## src/rtl/extint_pkg.sv

```systemverilog
package extint_pkg;

    localparam int NUM_LINES     = 28;
    localparam int LINES_PER_CFG = 16;
    localparam int FIELD_W       = 3;
    localparam int FIELD_STRIDE  = 4;
    localparam int NUM_GROUPS    = 4;
    localparam int DATA_W        = 32;
    localparam int HI_LINES      = NUM_LINES - LINES_PER_CFG;
    localparam int LO_FIELDS     = LINES_PER_CFG / 2;
    localparam int HI_FIELDS     = (HI_LINES + 1) / 2;

    typedef enum logic [1:0] {
        REG_CFG_LO = 2'd0,
        REG_CFG_HI = 2'd1,
        REG_MASK   = 2'd2,
        REG_PEND   = 2'd3
    } reg_sel_e;

    typedef enum logic [2:0] {
        TRIG_LOW,
        TRIG_HIGH,
        TRIG_FALL,
        TRIG_RISE,
        TRIG_BOTH
    } trig_kind_e;

    function automatic trig_kind_e decode_trig(input logic [FIELD_W-1:0] f);
        trig_kind_e k;
        case (f[2:1])
            2'b00:   k = f[0] ? TRIG_HIGH : TRIG_LOW;
            2'b01:   k = TRIG_FALL;
            2'b10:   k = TRIG_RISE;
            default: k = TRIG_BOTH;
        endcase
        return k;
    endfunction

    function automatic logic [DATA_W-1:0] field_mask(input int nfields);
        logic [DATA_W-1:0] m;
        m = '0;
        for (int k = 0; k < nfields; k++) begin
            m[k*FIELD_STRIDE +: FIELD_W] = '1;
        end
        return m;
    endfunction

    function automatic int group_first(input int g);
        return (g == 0) ? 0 : 4 + (g - 1) * 8;
    endfunction

    function automatic int group_last(input int g);
        return (g == 0) ? 3 : 11 + (g - 1) * 8;
    endfunction

    function automatic logic [NUM_LINES-1:0] group_lines(input int g);
        logic [NUM_LINES-1:0] m;
        m = '0;
        for (int i = 0; i < NUM_LINES; i++) begin
            if (i >= group_first(g) && i <= group_last(g)) m[i] = 1'b1;
        end
        return m;
    endfunction

endpackage

```

## src/rtl/extint_sync.sv

```systemverilog
module extint_sync #(
    parameter int WIDTH = 28
) (
    input  logic             clk,
    input  logic             rst_n,
    input  logic [WIDTH-1:0] async_i,
    output logic [WIDTH-1:0] cur_o,
    output logic [WIDTH-1:0] prev_o
);

    logic [WIDTH-1:0] meta_q;
    logic [WIDTH-1:0] cur_q;
    logic [WIDTH-1:0] prev_q;

    always_ff @(posedge clk or negedge rst_n) begin
        if (!rst_n) begin
            meta_q <= '0;
            cur_q  <= '0;
            prev_q <= '0;
        end else begin
            meta_q <= async_i;
            cur_q  <= meta_q;
            prev_q <= cur_q;
        end
    end

    assign cur_o  = cur_q;
    assign prev_o = prev_q;

endmodule

```

## src/rtl/extint_detect.sv

```systemverilog
module extint_detect
    import extint_pkg::*;
(
    input  logic               cur_i,
    input  logic               prev_i,
    input  logic [FIELD_W-1:0] field_i,
    output logic               event_o
);

    trig_kind_e kind;

    always_comb begin
        kind = decode_trig(field_i);
        unique case (kind)
            TRIG_LOW:  event_o = ~cur_i;
            TRIG_HIGH: event_o = cur_i;
            TRIG_FALL: event_o = prev_i & ~cur_i;
            TRIG_RISE: event_o = cur_i & ~prev_i;
            TRIG_BOTH: event_o = cur_i ^ prev_i;
            default:   event_o = 1'b0;
        endcase
    end

endmodule

```

## src/rtl/extint_regs.sv

```systemverilog
module extint_regs
    import extint_pkg::*;
(
    input  logic                 clk,
    input  logic                 rst_n,
    input  logic                 bus_wr_i,
    input  logic [1:0]           bus_addr_i,
    input  logic [DATA_W-1:0]    bus_wdata_i,
    input  logic [NUM_LINES-1:0] evt_i,
    output logic [DATA_W-1:0]    cfg_lo_o,
    output logic [DATA_W-1:0]    cfg_hi_o,
    output logic [NUM_LINES-1:0] mask_o,
    output logic [NUM_LINES-1:0] pend_o,
    output logic [DATA_W-1:0]    rdata_o
);

    localparam logic [DATA_W-1:0] LO_WMASK = field_mask(LO_FIELDS);
    localparam logic [DATA_W-1:0] HI_WMASK = field_mask(HI_FIELDS);

    logic [DATA_W-1:0]    cfg_lo_q;
    logic [DATA_W-1:0]    cfg_hi_q;
    logic [NUM_LINES-1:0] mask_q;
    logic [NUM_LINES-1:0] pend_q;
    logic [NUM_LINES-1:0] clr_bits;
    logic [NUM_LINES-1:0] pend_next;
    reg_sel_e             sel;

    always_comb begin
        sel       = reg_sel_e'(bus_addr_i);
        clr_bits  = (bus_wr_i && sel == REG_PEND) ? bus_wdata_i[NUM_LINES-1:0] : '0;
        pend_next = (pend_q & ~clr_bits) | evt_i;
    end

    always_ff @(posedge clk or negedge rst_n) begin
        if (!rst_n) begin
            cfg_lo_q <= '0;
            cfg_hi_q <= '0;
            mask_q   <= '1;
            pend_q   <= '0;
        end else begin
            if (bus_wr_i && sel == REG_CFG_LO) cfg_lo_q <= bus_wdata_i & LO_WMASK;
            if (bus_wr_i && sel == REG_CFG_HI) cfg_hi_q <= bus_wdata_i & HI_WMASK;
            if (bus_wr_i && sel == REG_MASK)   mask_q   <= bus_wdata_i[NUM_LINES-1:0];
            pend_q <= pend_next;
        end
    end

    always_comb begin
        unique case (sel)
            REG_CFG_LO: rdata_o = cfg_lo_q;
            REG_CFG_HI: rdata_o = cfg_hi_q;
            REG_MASK:   rdata_o = {{(DATA_W-NUM_LINES){1'b0}}, mask_q};
            REG_PEND:   rdata_o = {{(DATA_W-NUM_LINES){1'b0}}, pend_q};
            default:    rdata_o = '0;
        endcase
    end

    assign cfg_lo_o = cfg_lo_q;
    assign cfg_hi_o = cfg_hi_q;
    assign mask_o   = mask_q;
    assign pend_o   = pend_q;

    // A written one clears the bit unless an event arrives with it
    assert_w1c_clears_R3: assert property (@(posedge clk) disable iff (!rst_n)
        (bus_wr_i && bus_addr_i == 2'd3) |=> ((pend_q & $past(bus_wdata_i[NUM_LINES-1:0] & ~evt_i)) == '0));

    // Bits not written with one are kept
    assert_w0_keeps_R3: assert property (@(posedge clk) disable iff (!rst_n)
        rst_n |=> ((~pend_q & $past(pend_q & ~clr_bits)) == '0));

    // An event sets its bit even under a simultaneous clear
    assert_set_wins_R4: assert property (@(posedge clk) disable iff (!rst_n)
        (|evt_i) |=> ((pend_q & $past(evt_i)) == $past(evt_i)));

    // No bit becomes pending without an event
    assert_no_spurious_R4: assert property (@(posedge clk) disable iff (!rst_n)
        rst_n |=> ((pend_q & ~$past(pend_q) & ~$past(evt_i)) == '0));

endmodule

```

## src/rtl/extint_ctrl.sv

```systemverilog
module extint_ctrl
    import extint_pkg::*;
(
    input  logic                  clk,
    input  logic                  rst_n,
    input  logic [NUM_LINES-1:0]  ext_lines_i,
    input  logic                  bus_wr_i,
    input  logic [1:0]            bus_addr_i,
    input  logic [DATA_W-1:0]     bus_wdata_i,
    output logic [DATA_W-1:0]     bus_rdata_o,
    output logic [NUM_GROUPS-1:0] irq_grp_o
);

    logic [NUM_LINES-1:0] cur;
    logic [NUM_LINES-1:0] prv;
    logic [NUM_LINES-1:0] evt;
    logic [NUM_LINES-1:0] mask;
    logic [NUM_LINES-1:0] pend;
    logic [NUM_LINES-1:0] active;
    logic [DATA_W-1:0]    cfg_lo;
    logic [DATA_W-1:0]    cfg_hi;

    extint_sync #(.WIDTH(NUM_LINES)) u_sync (
        .clk    (clk),
        .rst_n  (rst_n),
        .async_i(ext_lines_i),
        .cur_o  (cur),
        .prev_o (prv)
    );

    for (genvar i = 0; i < NUM_LINES; i++) begin : g_line
        localparam int LOC = i % LINES_PER_CFG;
        localparam int OFF = (LOC / 2) * FIELD_STRIDE;
        logic [FIELD_W-1:0] fld;
        if (i < LINES_PER_CFG) begin : g_lo
            assign fld = cfg_lo[OFF +: FIELD_W];
        end else begin : g_hi
            assign fld = cfg_hi[OFF +: FIELD_W];
        end
        extint_detect u_det (
            .cur_i  (cur[i]),
            .prev_i (prv[i]),
            .field_i(fld),
            .event_o(evt[i])
        );
    end

    extint_regs u_regs (
        .clk        (clk),
        .rst_n      (rst_n),
        .bus_wr_i   (bus_wr_i),
        .bus_addr_i (bus_addr_i),
        .bus_wdata_i(bus_wdata_i),
        .evt_i      (evt),
        .cfg_lo_o   (cfg_lo),
        .cfg_hi_o   (cfg_hi),
        .mask_o     (mask),
        .pend_o     (pend),
        .rdata_o    (bus_rdata_o)
    );

    assign active = pend & ~mask;

    for (genvar g = 0; g < NUM_GROUPS; g++) begin : g_grp
        localparam logic [NUM_LINES-1:0] GMASK = group_lines(g);
        assign irq_grp_o[g] = |(active & GMASK);
    end

    // Fully masked means no group output at all
    assert_all_masked_quiet_R2: assert property (@(posedge clk) disable iff (!rst_n)
        (&mask) |-> (irq_grp_o == '0));

    // No group output without some pending bit
    assert_grp_needs_pending_R8: assert property (@(posedge clk) disable iff (!rst_n)
        (pend == '0) |-> (irq_grp_o == '0));

endmodule

```

## config.mk

```make
export PLATFORM = sky130hd
export DESIGN_NAME = extint_ctrl
export DESIGN_NICKNAME = d
export VERILOG_FILES = /design/src/rtl/extint_pkg.sv /design/src/rtl/extint_sync.sv /design/src/rtl/extint_detect.sv /design/src/rtl/extint_regs.sv /design/src/rtl/extint_ctrl.sv
export SDC_FILE = /design/constraint.sdc
export NUM_CORES = 1
export LEC_CHECK = 0
export BUFFER_PORTS_ARGS = -buffer_cell sky130_fd_sc_hd__buf_4
export CAP_MARGIN = 20
export CORE_ASPECT_RATIO = 0.8
export CORE_UTILIZATION = 45
export CTS_CLUSTER_SIZE = 25
export DETAILED_ROUTE_END_ITERATION = 8
export PLACE_DENSITY = 0.66
export REMOVE_ABC_BUFFERS = 1
export SLEW_MARGIN = 0
export SYNTH_ARGS = -nofsm -noshare
export SYNTH_HDL_FRONTEND = slang
export SYNTH_SLANG_ARGS = --single-unit
```

## constraint.sdc

```tcl
create_clock -name clk -period 1.6 [get_ports clk]
set_input_delay 0.16 -clock clk [delete_from_list [all_inputs] [get_ports clk]]
set_output_delay 0.16 -clock clk [all_outputs]
set_load 0.01 [all_outputs]
```

==> results of run 1 <==
[cell type report]
class / instances / area (um^2) / share of cell area [%]
multi-input cells: 485 / 4630 / 35.7
flip-flops and latches: 182 / 4590 / 35.4
repair buffers: 246 / 2270 / 17.5
inverters: 155 / 584 / 4.50
clock buffers: 22 / 454 / 3.50
well taps: 275 / 344 / 2.65
clock inverters: 10 / 98.8 / 0.762
[final timing paths]
check | end | cells after the start | slack [ps]
max | irq_grp_o[3] | 3 | -320
min | u_regs.cfg_hi_o[20] | 2 | 20
max reg2reg | u_regs.pend_o[1] | 6 | 0
min reg2reg | u_sync.cur_o[0] | 0 | 350
max in group asynchronous | u_regs.mask_o[10] | 3 | 710
min in group asynchronous | u_regs.pend_o[26] | 2 | 210
[power by group through the flow]
stage / Combinational [W] / Clock [W] / Sequential (W)
final: 0.00420 / 0.00405 / 0.00572
after global routing: 0.00459 / 0.00432 / 0.00579
after CTS: 0.00393 / 0.00413 / 0.00569
after detailed placement: 0.00329 / 0 / 0.00582
after global placement: 0.00321 / 0 / 0.00579
after floorplan: 0.00205 / 0 / 0.00568
[cell families after synthesis]
family / synth area share, %
other cells: 0.0380
fa+ha+maj: 13.4
mux: 12.2
buf+inv: 8.68
flops: 46.5
xor+xnor: 0.887
simple gates: 6.74
compound gates: 11.6
[critical path, delay by kind of cell, from the launching register on]
kind / cells / cell delay [ps]
flip-flops: 1 / 560
AO/OA/AOI/OAI: 1 / 80
AND/OR/NAND/NOR: 1 / 550
buffers and inverters: 1 / 140
[registers in the layout (all words and copies together) (netlist names)]
signal           flops
u_regs.cfg_hi_o     18
u_regs.cfg_lo_o     24
u_sync.cur_o        28
u_sync.meta_q       28
u_regs.pend_o       28
u_sync.prev_o       28
u_regs.mask_o       28
[timing repair]
action	CTS	global route
hold buffers	59	0
pin swaps	10	12
endpoints found under the hold margin	124	0
endpoints found under the setup margin	29	52
resized for setup	56	69
buffers inserted	41	14
[placed cells by master, fill, tap and decap left out, types with 9 or more instances in the layout]
master | synthesis | final
clkbuf_16 | 0 | 17
o21a_1 | 18 | 18
buf_4 | 8 | 135
nor2b_1 | 17 | 10
a21oi_1 | 34 | 34
o311a_1 | 18 | 18
o31ai_2 | 0 | 12
inv_1 | 155 | 145
xnor2_1 | 10 | 10
nor2b_2 | 2 | 9
dfrtp_1 | 154 | 151
mux2_2 | 37 | 36
o21ai_0 | 35 | 28
o22ai_1 | 13 | 9
ha_1 | 106 | 102
dlygate4sd3_1 | 0 | 59
mux2_4 | 20 | 21
buf_6 | 11 | 42
dfstp_2 | 28 | 28
nor3_1 | 38 | 32
nand2_1 | 35 | 35
buf_12 | 0 | 9
and3b_2 | 0 | 9
mux4_2 | 16 | 18
inv_2 | 0 | 9
o21ai_1 | 5 | 9
[metal layers]
metal | wire (um) | up-vias | global-route usage, %
met2 | 10700 | 143 | 33.1
met1 | 11100 | 3574 | 29.9
met4 | 265 | 0 | 5.25
met5 | 0 | - | 0
li1 | - | 3410 | -
met3 | 880 | 19 | 4.25
[metrics by stage]
stage | std cells | util, % | total power [W] | instance area, um^2
2_1_floorplan | 822 | - | 0.00774 | 9600
3_3_place_gp | 1236 | 51.5 | 0.00900 | 11100
3_5_place_dp | 1236 | 51.5 | 0.00910 | 11100
4_1_cts | 1365 | 59.0 | 0.0138 | 12700
5_1_grt | 1375 | 60.2 | 0.0147 | 13000
6_report | 1375 | 60.2 | 0.0140 | 13000
==> impl_metrics.py, run 1 <==
metrics = {
    "clock_network": {
        "htree_levels": 4,
        "path_clk_slew_ps": 60,
        "cts_buffer_depth": 2,
        "numCtsBuffers": 17,
        "cts.sinks": 182,
        "cts_root_buffer": "clkbuf_16",
        "cts_tree": "yes",
        "insertion_delay_ps": 440,
    },
    "sta": {
        "finalCritPeriodShare_pct": 120,
        "rsz0062_at_grt": "true",
        "min_period_ps": 1920,
        "fin_hold_ws_ps": 21.6,
        "fmax_ghz": 0.521,
        "layout_setup_ws_ps": -318,
        "hold_viol": 0,
        "setup_violations": 25,
        "finalSetupTns_ps": -2820,
        "skew_ps": 10.9,
        "slew_violations": 0,
    },
    "grt": {
        "grt_pass1_vias": 7082,
        "grt_max_degree": 51,
        "antenna_found_initial": 0,
        "grt_pass1_wl_um": 36900,
        "grt_usage_pct": 21.1,
        "overflow": 0,
    },
    "synthesis": {
        "synth_top_cell_by_area": "dfrtp_1",
        "synth_common_cells": "inv_1 (155), dfrtp_1 (154), ha_1 (106)",
        "syn_inst": 860,
        "synth_cell_types": 50,
        "ys_top_cells_by_area": "dfrtp_1 (39%), ha_1 (13%), dfstp_2 (7.5%)",
        "ys_warn_count": 0,
        "synthArstFlopShare_pct": 100,
        "avgSynthCellArea_um2": 11.5,
        "synth_seq_area_share_pct": 46.5,
        "synth_flop_cell": "dfrtp_1",
        "synth-seq-cells": 182,
        "synth_top_area_share_pct": 39.0,
        "synth_edf_count": 0,
        "yosysMostFrequentCell": "inv_1",
        "netlist_area_mm2": 0.00987,
    },
    "final_layout": {
        "area_delta_synth_final_pct": 31.4,
        "fillers": 1712,
        "nets": 1258,
        "antenna_cells": 0,
        "drive_above_1_share_pct": 35.5,
    },
    "power_and_ir_drop": {
        "power_switching_w": 0.00424,
        "seq_power_share_pct": 40.9,
        "leakage_nw": 6.35,
        "vdd.ir_drop.worst_mv": 0.738,
        "powerDensity_mw_per_mm2": 1080,
        "p_int_w": 0.00973,
        "swShare_pct": 30.3,
        "clkPwrFrac_pct": 29.0,
        "comb_power_share_pct": 30.1,
    },
    "placement": {
        "hpwl_um": 15700,
        "dp_slack_ps": -7.27,
        "place_congestion": 0.833,
        "port_buffers": 98,
    },
    "worst_setup_path": {
        "critPathKind": "flop to output pin",
        "worstPathMaxFanout": 2,
        "max_stage_delay_ps": 560,
        "path_cells": "o22ai_2, or4_4, buf_6",
        "crit_required_ps": 1440,
        "start_kind": "flop",
        "cp_slowest_cell": "dfstp_2",
        "worstSetupEndpointType": "output pin",
        "startpoint": "u_regs.mask_o[20]",
        "rr_startpoint": "u_regs.cfg_lo_o[1]",
        "crit_arrival_ps": 1760,
    },
    "detailed_routing": {
        "post_drt_wl_per_cell_um": 16.6,
        "drt_iter0_markers": 520,
        "drc": 1,
        "routed_wl_um": 22900,
        "vias": 7146,
        "drt_pass1_iterations": 7,
        "viasPerCell": 5.20,
        "postRouteAntennaNets": 0,
    },
    "floorplanning": {
        "initial_core_util_pct": 45.8,
        "dieArea_mm2": 0.0225,
        "rows": 48,
        "dieWidth_um": 168,
        "io_pins": 101,
        "core-area_mm2": 0.0216,
        "die_height_um": 134,
    },
    "worst_hold_path": {
        "hp-start": "bus_wdata_i[20]",
        "min_path_type": "primary input to flop",
    },
    "flow_run": {
        "drv_cap": 0,
    },
    "outcome": {
        "violations": "design-rule violations, negative setup slack",
        "status": "complete, but fails checks",
    },
}
(Power assumes the default switching activity.)
==> inputs of run 2 (changes only) <==
--- a/config.mk
+++ b/config.mk
@@ -8,10 +8,10 @@
 export BUFFER_PORTS_ARGS = -buffer_cell sky130_fd_sc_hd__buf_4
 export CAP_MARGIN = 20
 export CORE_ASPECT_RATIO = 0.8
+export CORE_MARGIN = 2
 export CORE_UTILIZATION = 45
 export CTS_CLUSTER_SIZE = 25
 export DETAILED_ROUTE_END_ITERATION = 8
-export PLACE_DENSITY = 0.66
 export REMOVE_ABC_BUFFERS = 1
 export SLEW_MARGIN = 0
 export SYNTH_ARGS = -nofsm -noshare
==> constraint.sdc (replaced) <==
create_clock -name clk -period 1.8 [get_ports clk]
set_input_delay 0.18 -clock clk [delete_from_list [all_inputs] [get_ports clk]]
set_output_delay 0.18 -clock clk [all_outputs]
set_load 0.02 [all_outputs]
==> run 2 against run 1 <==
Net effect: the flow finishes with violations (negative setup slack); sequential share of layout area up 1.8 points; routed wire length down 3.7%; register-to-register slack better by 120 ps; first-iteration DRC count down 8.7%; utilization down 2.8 points; clock power down 11%; total power down 14%; combinational power down 23%; cell area down 4.6%; non-clock buffer count down 45; cell count down 3.3%; flip-flop and latch count unchanged; critical endpoint is now irq_grp_o[1].
==> impl_metrics.py, run 2 (synthesized netlist as in run 1, its figures left out) <==
metrics = {
    "outcome": {
        "status": "complete, but fails checks",
        "violations": "negative setup slack",
    },
    "final_layout": {
        "drive_above_1_share_pct": 28.7,
        "final_common_cell": "inv_1",
        "fillers": 1820,
        "post-route-util_pct": 57.4,
        "seqCellArea_mm2": 0.00460,
        "multiInputGateArea_mm2": 0.00447,
        "final_cell_mix": "inv_1 (154), dfrtp_1 (145), buf_4 (115), ha_1 (106), dlygate4sd3_1 (60)",
        "finalInstanceArea_mm2": 0.0124,
        "area_delta_synth_final_pct": 25.4,
        "nets": 1213,
        "antenna_cells": 0,
    },
    "worst_setup_path": {
        "cp_slowest_cell": "dfstp_2",
        "worstPathMaxFanout": 2,
        "max_stage_delay_ps": 560,
        "critPathTopFamily": "flip-flops",
        "crit_buf_inv": 1,
        "crit_arrival_ps": 1770,
        "path_cells": "o22ai_2, or4_4, buf_6",
        "start_kind": "flop",
        "critPathKind": "flop to output pin",
        "crit_required_ps": 1620,
        "worstSetupEndpointType": "output pin",
    },
    "floorplanning": {
        "die_height_um": 136,
        "rows": 48,
        "core-area_mm2": 0.0216,
        "io_pins": 101,
        "dieArea_mm2": 0.0231,
        "dieWidth_um": 170,
        "initial_core_util_pct": 45.8,
    },
    "sta": {
        "min_period_ps": 1950,
        "skew_ps": 10.1,
        "tightest_slew_ps": 503,
        "fmax_ghz": 0.512,
        "hold_viol": 0,
        "fin_hold_ws_ps": 233,
        "rsz0062_at_grt": "true",
        "setup_violations": 3,
        "layout_setup_ws_ps": -152,
        "finalSetupTns_ps": -427,
        "finalCritPeriodShare_pct": 108,
        "slew_violations": 0,
        "relSlewSlack_pct": 66.4,
    },
    "clock_network": {
        "cts.sinks": 182,
        "cts_buffer_depth": 2,
        "htree_levels": 4,
        "cts_tree": "yes",
        "insertion_delay_ps": 450,
        "cts_root_buffer": "clkbuf_16",
        "path_clk_slew_ps": 80,
        "numCtsBuffers": 17,
    },
    "grt": {
        "grt_max_degree": 41,
        "antenna_found_initial": 0,
        "grt_usage_pct": 20.2,
        "grtUsageMet2_pct": 31.0,
        "grt_pass1_wl_um": 36000,
        "top_usage_layer": "met2",
        "overflow": 0,
        "grt_pass1_vias": 6843,
        "met1_usage_pct": 29.2,
        "grt_use_met3_pct": 4.72,
    },
    "detailed_routing": {
        "post_drt_wl_per_cell_um": 16.6,
        "drc": 0,
        "viasPerCell": 5.11,
        "drt_pass1_iterations": 4,
        "vias": 6793,
        "drt_iter0_markers": 475,
        "postRouteAntennaNets": 0,
        "routed_wl_um": 22000,
    },
    "placement": {
        "port_buffers": 98,
        "place_congestion": 0.808,
        "hpwl_um": 15800,
        "place_area_mm2": 0.0110,
    },
    "power_and_ir_drop": {
        "comb_power_share_pct": 26.9,
        "swShare_pct": 31.9,
        "power_switching_w": 0.00382,
        "powerDensity_mw_per_mm2": 969,
        "vdd.ir_drop.worst_mv": 0.722,
        "leakage_nw": 6.13,
        "p_int_w": 0.00817,
        "clkPwrFrac_pct": 30.2,
        "seq_power_share_pct": 42.9,
    },
    "worst_hold_path": {
        "min_path_type": "primary input to asynchronous set/reset pin",
    },
    "flow_run": {
        "drv_cap": 0,
    },
}
## run 2: final timing paths
check,endpoint,slack [ps],from,cells past startpoint
hold / removal,u_sync.cur_o[27],230,rst_n,2
max in group asynchronous,u_regs.mask_o[12],900,rst_n,3
setup reg to reg,u_regs.pend_o[10],120,u_regs.cfg_lo_o[22],6
setup / recovery,irq_grp_o[1],-150,u_regs.mask_o[10],3
hold reg to reg,u_sync.cur_o[13],350,u_sync.meta_q[13],0
min in group clk,u_regs.cfg_lo_o[5],290,bus_wr_i,4
## run 2: cell type report
| cell class | instances | area share, % |
|---|---|---|
| clock buffer | 17 | 3.44 |
| clock inverter | 15 | 1.12 |
| inverter | 155 | 4.70 |
| multi-input combinational | 485 | 36.1 |
| sequential | 182 | 37.2 |
| tap | 275 | 2.78 |
| timing repair buffer | 201 | 14.6 |
## run 2: through the flow
step,power [W],setup WS (ps),std cells
finish,0.0120,-152,1330
global route,0.0127,-207,1330
CTS,0.0121,-165,1329
detailed placement,0.00816,186,1230
global placement,0.00809,210,1230
floorplan,0.00699,-44.8,822
## run 2: layer usage
| layer | vias up | part of all wire (%) |
|---|---|---|
| met2 | 123 | 44 |
| li1 | 3315 | - |
| met5 | - | 0 |
| met3 | 9 | 3.9 |
| met1 | 3346 | 51 |
| met4 | 0 | 0.60 |
## run 2: power by group through the flow
stage	registers (W)	logic (W)	clock network [W]
6_report	0.00514	0.00323	0.00362
5_1_grt	0.00522	0.00356	0.00392
4_1_cts	0.00513	0.00318	0.00376
3_5_place_dp	0.00518	0.00298	0
3_3_place_gp	0.00517	0.00292	0
2_1_floorplan	0.00505	0.00194	0
## run 2: what timing repair did
action | CTS | global route
setup buffers | 15 | 1
pin swaps | 3 | 4
hold buffers | 60 | 0
setup endpoints to repair | 13 | 19
resized for setup | 20 | 24
hold endpoints to repair | 130 | 0
